## src/rtl/qw_pkg.sv

```systemverilog
package qw_pkg;

  localparam int OP_W = 3;

  // Field order matches the code bits: [2] subtract, [1] extended, [0] carry-write
  typedef struct packed {
    logic sub;
    logic ext;
    logic cw;
  } qw_op_t;

  function automatic qw_op_t decode_op(input logic [OP_W-1:0] code);
    return qw_op_t'(code);
  endfunction

  // Carry into bit 0: extended forms take C[0]; otherwise subtract needs the +1
  function automatic logic carry_seed(input qw_op_t op, input logic c0);
    return op.ext ? c0 : op.sub;
  endfunction

endpackage

```

## src/rtl/qw_operand_prep.sv

```systemverilog
module qw_operand_prep
  import qw_pkg::*;
#(
  parameter int DATA_W = 128
) (
  input  logic [OP_W-1:0]   op_code,
  input  logic [DATA_W-1:0] b_in,
  input  logic              c_bit0,
  output qw_op_t            op,
  output logic [DATA_W-1:0] b_eff,
  output logic              cin
);

  assign op  = decode_op(op_code);
  assign cin = carry_seed(op, c_bit0);

  // Conditional one's complement of B, one lane per bit
  for (genvar i = 0; i < DATA_W; i++) begin : g_inv
    assign b_eff[i] = b_in[i] ^ op.sub;
  end

endmodule

```

## src/rtl/qw_low_stage.sv

```systemverilog
module qw_low_stage
  import qw_pkg::*;
#(
  parameter int DATA_W = 128,
  parameter int HALF_W = DATA_W / 2
) (
  input  logic              clk,
  input  logic              rst,
  input  logic              in_valid,
  input  qw_op_t            op,
  input  logic [DATA_W-1:0] a,
  input  logic [DATA_W-1:0] b_eff,
  input  logic              cin,
  output logic              s1_valid,
  output qw_op_t            s1_op,
  output logic [HALF_W-1:0] s1_lo_sum,
  output logic              s1_lo_cout,
  output logic [DATA_W-HALF_W-1:0] s1_a_hi,
  output logic [DATA_W-HALF_W-1:0] s1_b_hi
);

  localparam int HI_W = DATA_W - HALF_W;

  function automatic logic [HALF_W:0] add_lo(input logic [HALF_W-1:0] x,
                                             input logic [HALF_W-1:0] y,
                                             input logic ci);
    return {1'b0, x} + {1'b0, y} + {{HALF_W{1'b0}}, ci};
  endfunction

  logic [HALF_W:0] lo_full;
  assign lo_full = add_lo(a[HALF_W-1:0], b_eff[HALF_W-1:0], cin);

  always_ff @(posedge clk) begin
    if (rst) s1_valid <= 1'b0;
    else     s1_valid <= in_valid;
  end

  always_ff @(posedge clk) begin
    if (in_valid) begin
      s1_op      <= op;
      s1_lo_sum  <= lo_full[HALF_W-1:0];
      s1_lo_cout <= lo_full[HALF_W];
      s1_a_hi    <= a[DATA_W-1:HALF_W];
      s1_b_hi    <= b_eff[DATA_W-1:HALF_W];
    end
  end

  logic unused_hi_w;
  assign unused_hi_w = (HI_W == 0);

endmodule

```

## src/rtl/qw_high_stage.sv

```systemverilog
module qw_high_stage
  import qw_pkg::*;
#(
  parameter int DATA_W = 128,
  parameter int HALF_W = DATA_W / 2
) (
  input  logic              clk,
  input  logic              rst,
  input  logic              s1_valid,
  input  qw_op_t            s1_op,
  input  logic [HALF_W-1:0] s1_lo_sum,
  input  logic              s1_lo_cout,
  input  logic [DATA_W-HALF_W-1:0] s1_a_hi,
  input  logic [DATA_W-HALF_W-1:0] s1_b_hi,
  output logic              hi_cout,
  output logic              out_valid,
  output logic [DATA_W-1:0] out_result
);

  localparam int HI_W = DATA_W - HALF_W;

  function automatic logic [HI_W:0] add_hi(input logic [HI_W-1:0] x,
                                           input logic [HI_W-1:0] y,
                                           input logic ci);
    return {1'b0, x} + {1'b0, y} + {{HI_W{1'b0}}, ci};
  endfunction

  function automatic logic [DATA_W-1:0] pick(input qw_op_t op,
                                             input logic [DATA_W-1:0] sum,
                                             input logic carry);
    return op.cw ? {{(DATA_W-1){1'b0}}, carry} : sum;
  endfunction

  logic [HI_W:0]     hi_full;
  logic [DATA_W-1:0] full_sum;

  assign hi_full  = add_hi(s1_a_hi, s1_b_hi, s1_lo_cout);
  assign hi_cout  = hi_full[HI_W];
  assign full_sum = {hi_full[HI_W-1:0], s1_lo_sum};

  always_ff @(posedge clk) begin
    if (rst) out_valid <= 1'b0;
    else     out_valid <= s1_valid;
  end

  always_ff @(posedge clk) begin
    if (s1_valid) out_result <= pick(s1_op, full_sum, hi_cout);
  end

endmodule

```

## src/rtl/qw_addsub_unit.sv

```systemverilog
module qw_addsub_unit
  import qw_pkg::*;
#(
  parameter int DATA_W = 128,
  parameter int HALF_W = DATA_W / 2
) (
  input  logic              clk,
  input  logic              rst,
  input  logic              in_valid,
  input  logic [2:0]        in_op,
  input  logic [DATA_W-1:0] in_a,
  input  logic [DATA_W-1:0] in_b,
  input  logic [DATA_W-1:0] in_c,
  output logic              out_valid,
  output logic [DATA_W-1:0] out_result
);

  localparam int HI_W = DATA_W - HALF_W;

  qw_op_t            op_dec;
  logic [DATA_W-1:0] b_eff;
  logic              cin;

  // Named internal events for the checker
  logic              st1_valid;
  qw_op_t            st1_op;
  logic [HALF_W-1:0] st1_lo_sum;
  logic              st1_lo_cout;
  logic [HI_W-1:0]   st1_a_hi;
  logic [HI_W-1:0]   st1_b_hi;
  logic              st2_carry;

  qw_operand_prep #(.DATA_W(DATA_W)) u_prep (
    .op_code (in_op),
    .b_in    (in_b),
    .c_bit0  (in_c[0]),
    .op      (op_dec),
    .b_eff   (b_eff),
    .cin     (cin)
  );

  qw_low_stage #(.DATA_W(DATA_W), .HALF_W(HALF_W)) u_lo (
    .clk        (clk),
    .rst        (rst),
    .in_valid   (in_valid),
    .op         (op_dec),
    .a          (in_a),
    .b_eff      (b_eff),
    .cin        (cin),
    .s1_valid   (st1_valid),
    .s1_op      (st1_op),
    .s1_lo_sum  (st1_lo_sum),
    .s1_lo_cout (st1_lo_cout),
    .s1_a_hi    (st1_a_hi),
    .s1_b_hi    (st1_b_hi)
  );

  qw_high_stage #(.DATA_W(DATA_W), .HALF_W(HALF_W)) u_hi (
    .clk        (clk),
    .rst        (rst),
    .s1_valid   (st1_valid),
    .s1_op      (st1_op),
    .s1_lo_sum  (st1_lo_sum),
    .s1_lo_cout (st1_lo_cout),
    .s1_a_hi    (st1_a_hi),
    .s1_b_hi    (st1_b_hi),
    .hi_cout    (st2_carry),
    .out_valid  (out_valid),
    .out_result (out_result)
  );

endmodule

```

## config.mk

```make
export PLATFORM = sky130hd
export DESIGN_NAME = qw_addsub_unit
export DESIGN_NICKNAME = d
export VERILOG_FILES = /design/src/rtl/qw_pkg.sv /design/src/rtl/qw_operand_prep.sv /design/src/rtl/qw_low_stage.sv /design/src/rtl/qw_high_stage.sv /design/src/rtl/qw_addsub_unit.sv
export SDC_FILE = /design/constraint.sdc
export NUM_CORES = 1
export LEC_CHECK = 0
export BUFFER_PORTS_ARGS = -buffer_cell sky130_fd_sc_hd__buf_2
export CORE_ASPECT_RATIO = 0.75
export CORE_UTILIZATION = 45
export CTS_BUF_LIST = sky130_fd_sc_hd__clkbuf_16
export CTS_CLUSTER_SIZE = 24
export DETAILED_ROUTE_END_ITERATION = 10
export GPL_TIMING_DRIVEN = 0
export PLACE_DENSITY_LB_ADDON = 0.12
export SYNTH_ARGS = -nofsm -noshare
export SYNTH_HDL_FRONTEND = slang
export SYNTH_SLANG_ARGS = --single-unit
```

## constraint.sdc

```tcl
create_clock -name clk -period 6.2 [get_ports clk]
set_input_delay 0.93 -clock clk [delete_from_list [all_inputs] [get_ports clk]]
set_output_delay 0.93 -clock clk [all_outputs]
set_load 0.02 [all_outputs]
```

Word-level counts from Yosys, hierarchy flattened

Cells that the tools add are included.

Register bits: 324
Bits in latches: 0
RAM bits: 0
Memory bits (read-only): 0
Input bits: 390
Logic and storage cells: 143
Memories: 0

Add/sub/neg operators: 4
Multipliers: 0
Divide/modulo/power cells: 0
Order comparisons: 0
Equal/unequal tests: 0
Shifts and indexed selects: 0
Muxes and demuxes: 2
Bitwise logic cells: 128
Reduce and logical (&&, ||, !) cells: 0

Operators by type and width:

| cell                    | count |
|---|---|
| adder 64 x 64 -> 65 bit | 2 |
| adder 65 x 1 -> 65 bit  | 2 |
| bitwise XOR 1 bit       | 128 |
| 2-to-1 mux 1 bit        | 2 |

Longest topological paths before layout

Depth after elaboration: 3
Gate-level depth with buffers: 17
Depth with buffers taken out: 14

Hierarchy

A second synthesis with hierarchy kept.

Cells, all modules: 1807
Area total of the unflattened synthesis: 20011.7 µm²

By module, submodules not included:

| module          | times used | cells each | area each (µm²) | seq. area each (µm²) |
|---|---|---|---|---|
| qw_low_stage    | 1          | 735        | 9551.7          | 5905.7 |
| qw_high_stage   | 1          | 925        | 9043.7          | 3863.7 |
| qw_operand_prep | 1          | 147        | 1416.4          | 0.0 |

Least setup slack after synthesis

OpenSTA, ideal clock, no wires.

Kind: input -> register
From: in in_op[2]
To: reg u_lo.s1_lo_sum[58] (data pin)
Setup time: 0.260 ns
Arrival time: 4.415 ns
Required time: 5.940 ns
Setup slack: 1.526 ns
Stages on the path: 17
Buffers on the path: 3
Cells stage by stage: clkbuf_1 > clkbuf_1 > buf_1 > xor2_1 > fa_1 > inv_1 > fa_1 > nor2b_1 > o21bai_1 > a311oi_2 > o31ai_1 > nand2_1 > a21boi_1 > o31a_1 > o221ai_1 > a41oi_1 > xnor2_1

Cells in the longest elaborated chain, start to end: 3
Elaborated cells between the ends (all ways): 62

Ends and longest elaborated chain:

| what                       | RTL line              | RTL |
|---|---|---|
| start, declared            | qw_addsub_unit.sv:10  | `input logic [2:0] in_op,` |
| bitwise XOR 1 bit          | qw_operand_prep.sv:19 | `assign b_eff[i] = b_in[i] ^ op.sub;` |
| adder 64 x 64 -> 65 bit    | qw_low_stage.sv:27    | `return {1'b0, x} + {1'b0, y} + {{HALF_W{1'b0}}, ci};` |
| adder 65 x 1 -> 65 bit (*) | qw_low_stage.sv:27    |  |
| via u_lo.lo_full[58]       | qw_low_stage.sv:30    | `logic [HALF_W:0] lo_full;` |
| end signal, assigned       | qw_low_stage.sv:41    | `s1_lo_sum <= lo_full[HALF_W-1:0];` |
| end, declared              | qw_low_stage.sv:16    | `output logic [HALF_W-1:0] s1_lo_sum,` |

The timed path passes the listed nets; every way through them passes the cells marked *.
A chain may end at the register's enable or synchronous reset.

Worst setup path after layout

Same ends and word-level chain as after synthesis.

==> impl_summary.md <==
Yosys
The synthesized design contains around 320 register bits. The cell area that synthesis handed to floorplanning was about 19,000 sq um. The dominant register cell in the synthesized netlist is sky130_fd_sc_hd__edfxtp_1. Sorting the synthesized cells by area gives the leading types as sky130_fd_sc_hd__edfxtp_1, sky130_fd_sc_hd__ha_1, sky130_fd_sc_hd__xor2_1. The register area share after synthesis is between 50% and 60%. The top cell type by total area after synthesis is sky130_fd_sc_hd__edfxtp_1. In the synthesized netlist the async set-or-reset flop fraction comes to 0%.

The total number of yosys warnings is 0. The distinct cell type count after synthesis is 80. The number of flops mapped to enable cells by yosys is ~320. Sorting the synthesized cells by how often they occur yields sky130_fd_sc_hd__edfxtp_1, sky130_fd_sc_hd__xor2_1, sky130_fd_sc_hd__a21oi_1. The average cell area after synthesis is 11.3 sq um. The post-synthesis net count is about 2,200. The portion of synthesized cell area occupied by the leading cell type is slightly above 50%. The cell count after synthesis is between 1,500 and 2,000.

The cell with the most instances after synthesis is sky130_fd_sc_hd__edfxtp_1.

Critical path
The origin of the critical flop-to-flop path is u_lo.s1_lo_cout. The beginning of the critical path is in_op[2]. The critical path start-end classification is input pin to flip-flop. The largest stage delay on the critical path is 0.87 ns.

The most used cell along the critical path is sky130_fd_sc_hd__fa_1. The cell with the biggest individual delay on the critical path is sky130_fd_sc_hd__clkdlybuf4s15_1. In this run the worst path has a maximum fanout of 10. The critical path goes through clkbuf_1 -> clkdlybuf4s15_1 -> buf_1 -> xor2_1 -> fa_1 -> inv_1 -> fa_1 -> nor2b_1 -> o21bai_1 -> a311oi_2 -> o31ai_1 -> nand2_1 -> a21boi_1 -> o31a_1 -> o221ai_1 -> a41oi_1 -> xnor2_1.

The worst path buffer plus inverter count is 4. STA classifies the critical path startpoint as an input pin. Data on the critical path arrives at its endpoint at between 6 and 7 ns.

The data required time of the worst path is roughly 6.5 ns. Grouping stages by cell kind, the critical path spends the most delay in compound AO/OA/AOI/OAI gates. The kind of end point of the critical path is a flip-flop.

CTS
The maximum clock insertion buffer count is 3. Clock tree synthesis found a total of 324 sinks. The clock transition at the register clock pins on the worst setup and hold paths after CTS is roughly 0.060 ns. The clock tree from TritonCTS is built. The number of buffers created by CTS is 35.

The clock insertion delay at the later pin of the skew report is approximately 0.53 ns. The H-tree depth is 2. In this run the clock root is driven by a sky130_fd_sc_hd__clkbuf_16. Post-CTS timing repair inserted 0 buffers for setup.

In this run, post-CTS repair resized a total of 0 instances. Buffers inserted to repair hold after CTS numbered 0.

Routing
In the routed design, unresolved DRC markers number 0. The number of vias per cell after detailed routing is roughly 5.3. The first detailed-routing pass took 5 iterations. The remaining number of nets flagged by the antenna check after routing is 0.

The final route contains about 14,000 vias. The sum of routed wire length over all layers is 51,400 um. The wire length per cell is around 19 um. After the first detailed-routing iteration, the DRC count stood at ~1,100.

Power
The clock network accounts for 30.3% of the total power. In this run, flip-flops and latches consume about two fifths of the power. Of the total power, the share spent switching nets is around 31%. The total design power is about 7 mW. Summed over all cells, the static leakage comes to 9.44 nW. Per report_power, the combinational group accounts for 28.2% of the total. The analysis attributes to net switching a power of between 2 and 2.5 mW. Internal power comes to between 4 and 5 mW. The power density normalized to cell area is ~300 nW/um^2. The highest ir drop seen on vdd is between 0.15 and 0.2 mV.

Cells and area
The area growth from synthesis to layout is 20.4%. The number of cells in the finished layout apart from fillers is 2,709. The net count reported at finish is between 2,000 and 3,000. Cells with a size suffix above 1 make up between 20% and 30% of the layout.

Global routing
The largest net degree at the start of global routing is roughly 100. The initial antenna violation count is 6. For this run the aggregate overflow at the end of global routing stands at 0. The global-route usage over all layers is a little under a quarter. The number of global-route vias before repair is 14,019.

The first global-routing pass estimated just under 80,000 um of wire.

Placed design
The number of placed instances with taps included is around 2,600. The setup slack after placement is -0.266 ns. During placement, the flow inserted port buffers numbering 390. At the end of routability-driven placement, the weighted congestion stood at 0.899. The half-perimeter wire length after placement is between 30,000 and 40,000 um.

Die
The core outline area is roughly 41,000 sq um. During I/O placement, the number of pins put on the boundary was between 500 and 600. The total number of placement rows is 64. The floorplan step set the die width to 240 um. The die covers 43,100 sq um. The initial utilization of the core area, before any placement, comes to 46.2%. The die height is about 180 um.

Timing
The highest clock frequency the design can meet is around 170 MHz. The final number of hold-violating endpoints is 0. The max-slew headroom at the worst pin is roughly a quarter.

The minimum setup slack in the final design is between 0.3 and 0.4 ns. The time the worst path needs with I/O delays and setup is a little under 6 ns. The post-route worst hold slack is between 0.5 and 0.6 ns. Setup repair after global routing left no endpoint under its margin. For the pin with the worst max-slew slack, the measured transition is around 1.1 ns.

The total setup violations reported at the end of the flow is 0. The number of slew-limit violations in the final report came to 0. Between clock sinks in the finished design, the worst skew comes to 0.0196 ns. The total negative slack for setup checks is 0 ns.

The share of the clock period used by the worst path is about 95%.

Hold path
The worst hold path begins at u_lo.s1_lo_sum[52]. The worst min-delay path category is flip-flop to flip-flop.

Run status
The run finished with clean final reports.

Flow run
The tool flagged a number of max-cap violations equal to 0.
==> worst register-to-register path: cells and delay by family (launching register included) <==
kind / cells / cell delay (ns)
AOI/OAI and AO/OA: 6 / 1.34
and+or+nand+nor: 4 / 1.22
adders and majority gates: 2 / 0.72
DFF: 1 / 0.40
buffers and inverters: 1 / 0.11
==> stage by stage <==
stage	area, sq um	util (%)
floorplan	19000	-
global placement	21700	52.6
detailed placement	21800	52.8
CTS	22900	55.6
global route	22900	55.6
finish	22900	55.6
==> flip-flops by register name (all words and copies together) (netlist names) <==
signal and flops:
u_lo.s1_b_hi 64, u_lo.s1_lo_sum 64, u_lo.s1_op 1, u_lo.s1_a_hi 64
u_lo.s1_valid 1, u_hi.out_result 128, u_hi.out_valid 1, u_lo.s1_lo_cout 1
==> power by group through the flow <==
| stage | clock network [mW] | logic [mW] | registers [mW] |
|---|---|---|---|
| 3_3_place_gp | 0 | 1.89 | 2.94 |
| 6_report | 2.09 | 1.95 | 2.87 |
| 3_5_place_dp | 0 | 1.93 | 2.91 |
| 4_1_cts | 2.14 | 1.94 | 2.87 |
| 5_1_grt | 2.22 | 2.16 | 2.89 |
| 2_1_floorplan | 0 | 1.25 | 3.01 |
==> cells in the final DEF (no fill, tap or decap), types with 32 or more instances in the layout <==
master,n
sky130_fd_sc_hd__a21oi_1,150
sky130_fd_sc_hd__a21o_1,80
sky130_fd_sc_hd__nor2b_1,82
sky130_fd_sc_hd__edfxtp_1,322
sky130_fd_sc_hd__nand3_1,32
sky130_fd_sc_hd__ha_1,126
sky130_fd_sc_hd__o21ai_0,57
sky130_fd_sc_hd__xor2_1,176
sky130_fd_sc_hd__inv_1,41
sky130_fd_sc_hd__clkbuf_16,37
sky130_fd_sc_hd__buf_2,394
sky130_fd_sc_hd__clkbuf_1,48
sky130_fd_sc_hd__xnor2_1,65
sky130_fd_sc_hd__nand2_1,105
sky130_fd_sc_hd__nor2_1,127
==> path summary, 6_finish.rpt <==
kind | endpoint | slack, ns | cells after the start
setup / recovery | u_lo.s1_lo_sum[58] | 0.30 | 17
hold / removal | u_hi.out_result[52] | 0.53 | 1
setup reg to reg | u_hi.out_result[0] | 2.15 | 13
hold reg to reg | u_hi.out_result[52] | 0.53 | 1
==> metal layers <==
layer	vias to the layer above	global-route usage [%]	part of all wire [%]
met5	-	0	0.018
met4	2	5.69	1.9
met3	76	3.78	6.6
met2	525	36.2	44
met1	6755	34.7	47
li1	7090	-	-
==> cell families after synthesis <==
family	count (synthesis)	synth area share (%)
simple gates	449	11.6
compound gates	438	15.4
flops	324	51.0
xor+xnor	241	11.1
fa+ha+maj	130	8.70
buf+inv	105	2.11
mux	3	0.191
==> cell type report <==
cell class | count | area [sq um]
flip-flops and latches | 324 | 9710
clock buffers | 37 | 926
plain buffers | 67 | 265
multi-input cells | 1261 | 8930
clock inverters | 25 | 199
fillers | 3650 | 18300
repair buffers | 393 | 2040
inverters | 38 | 143
diodes | 3 | 7.51
well taps | 561 | 702
(Power assumes the default switching activity.)
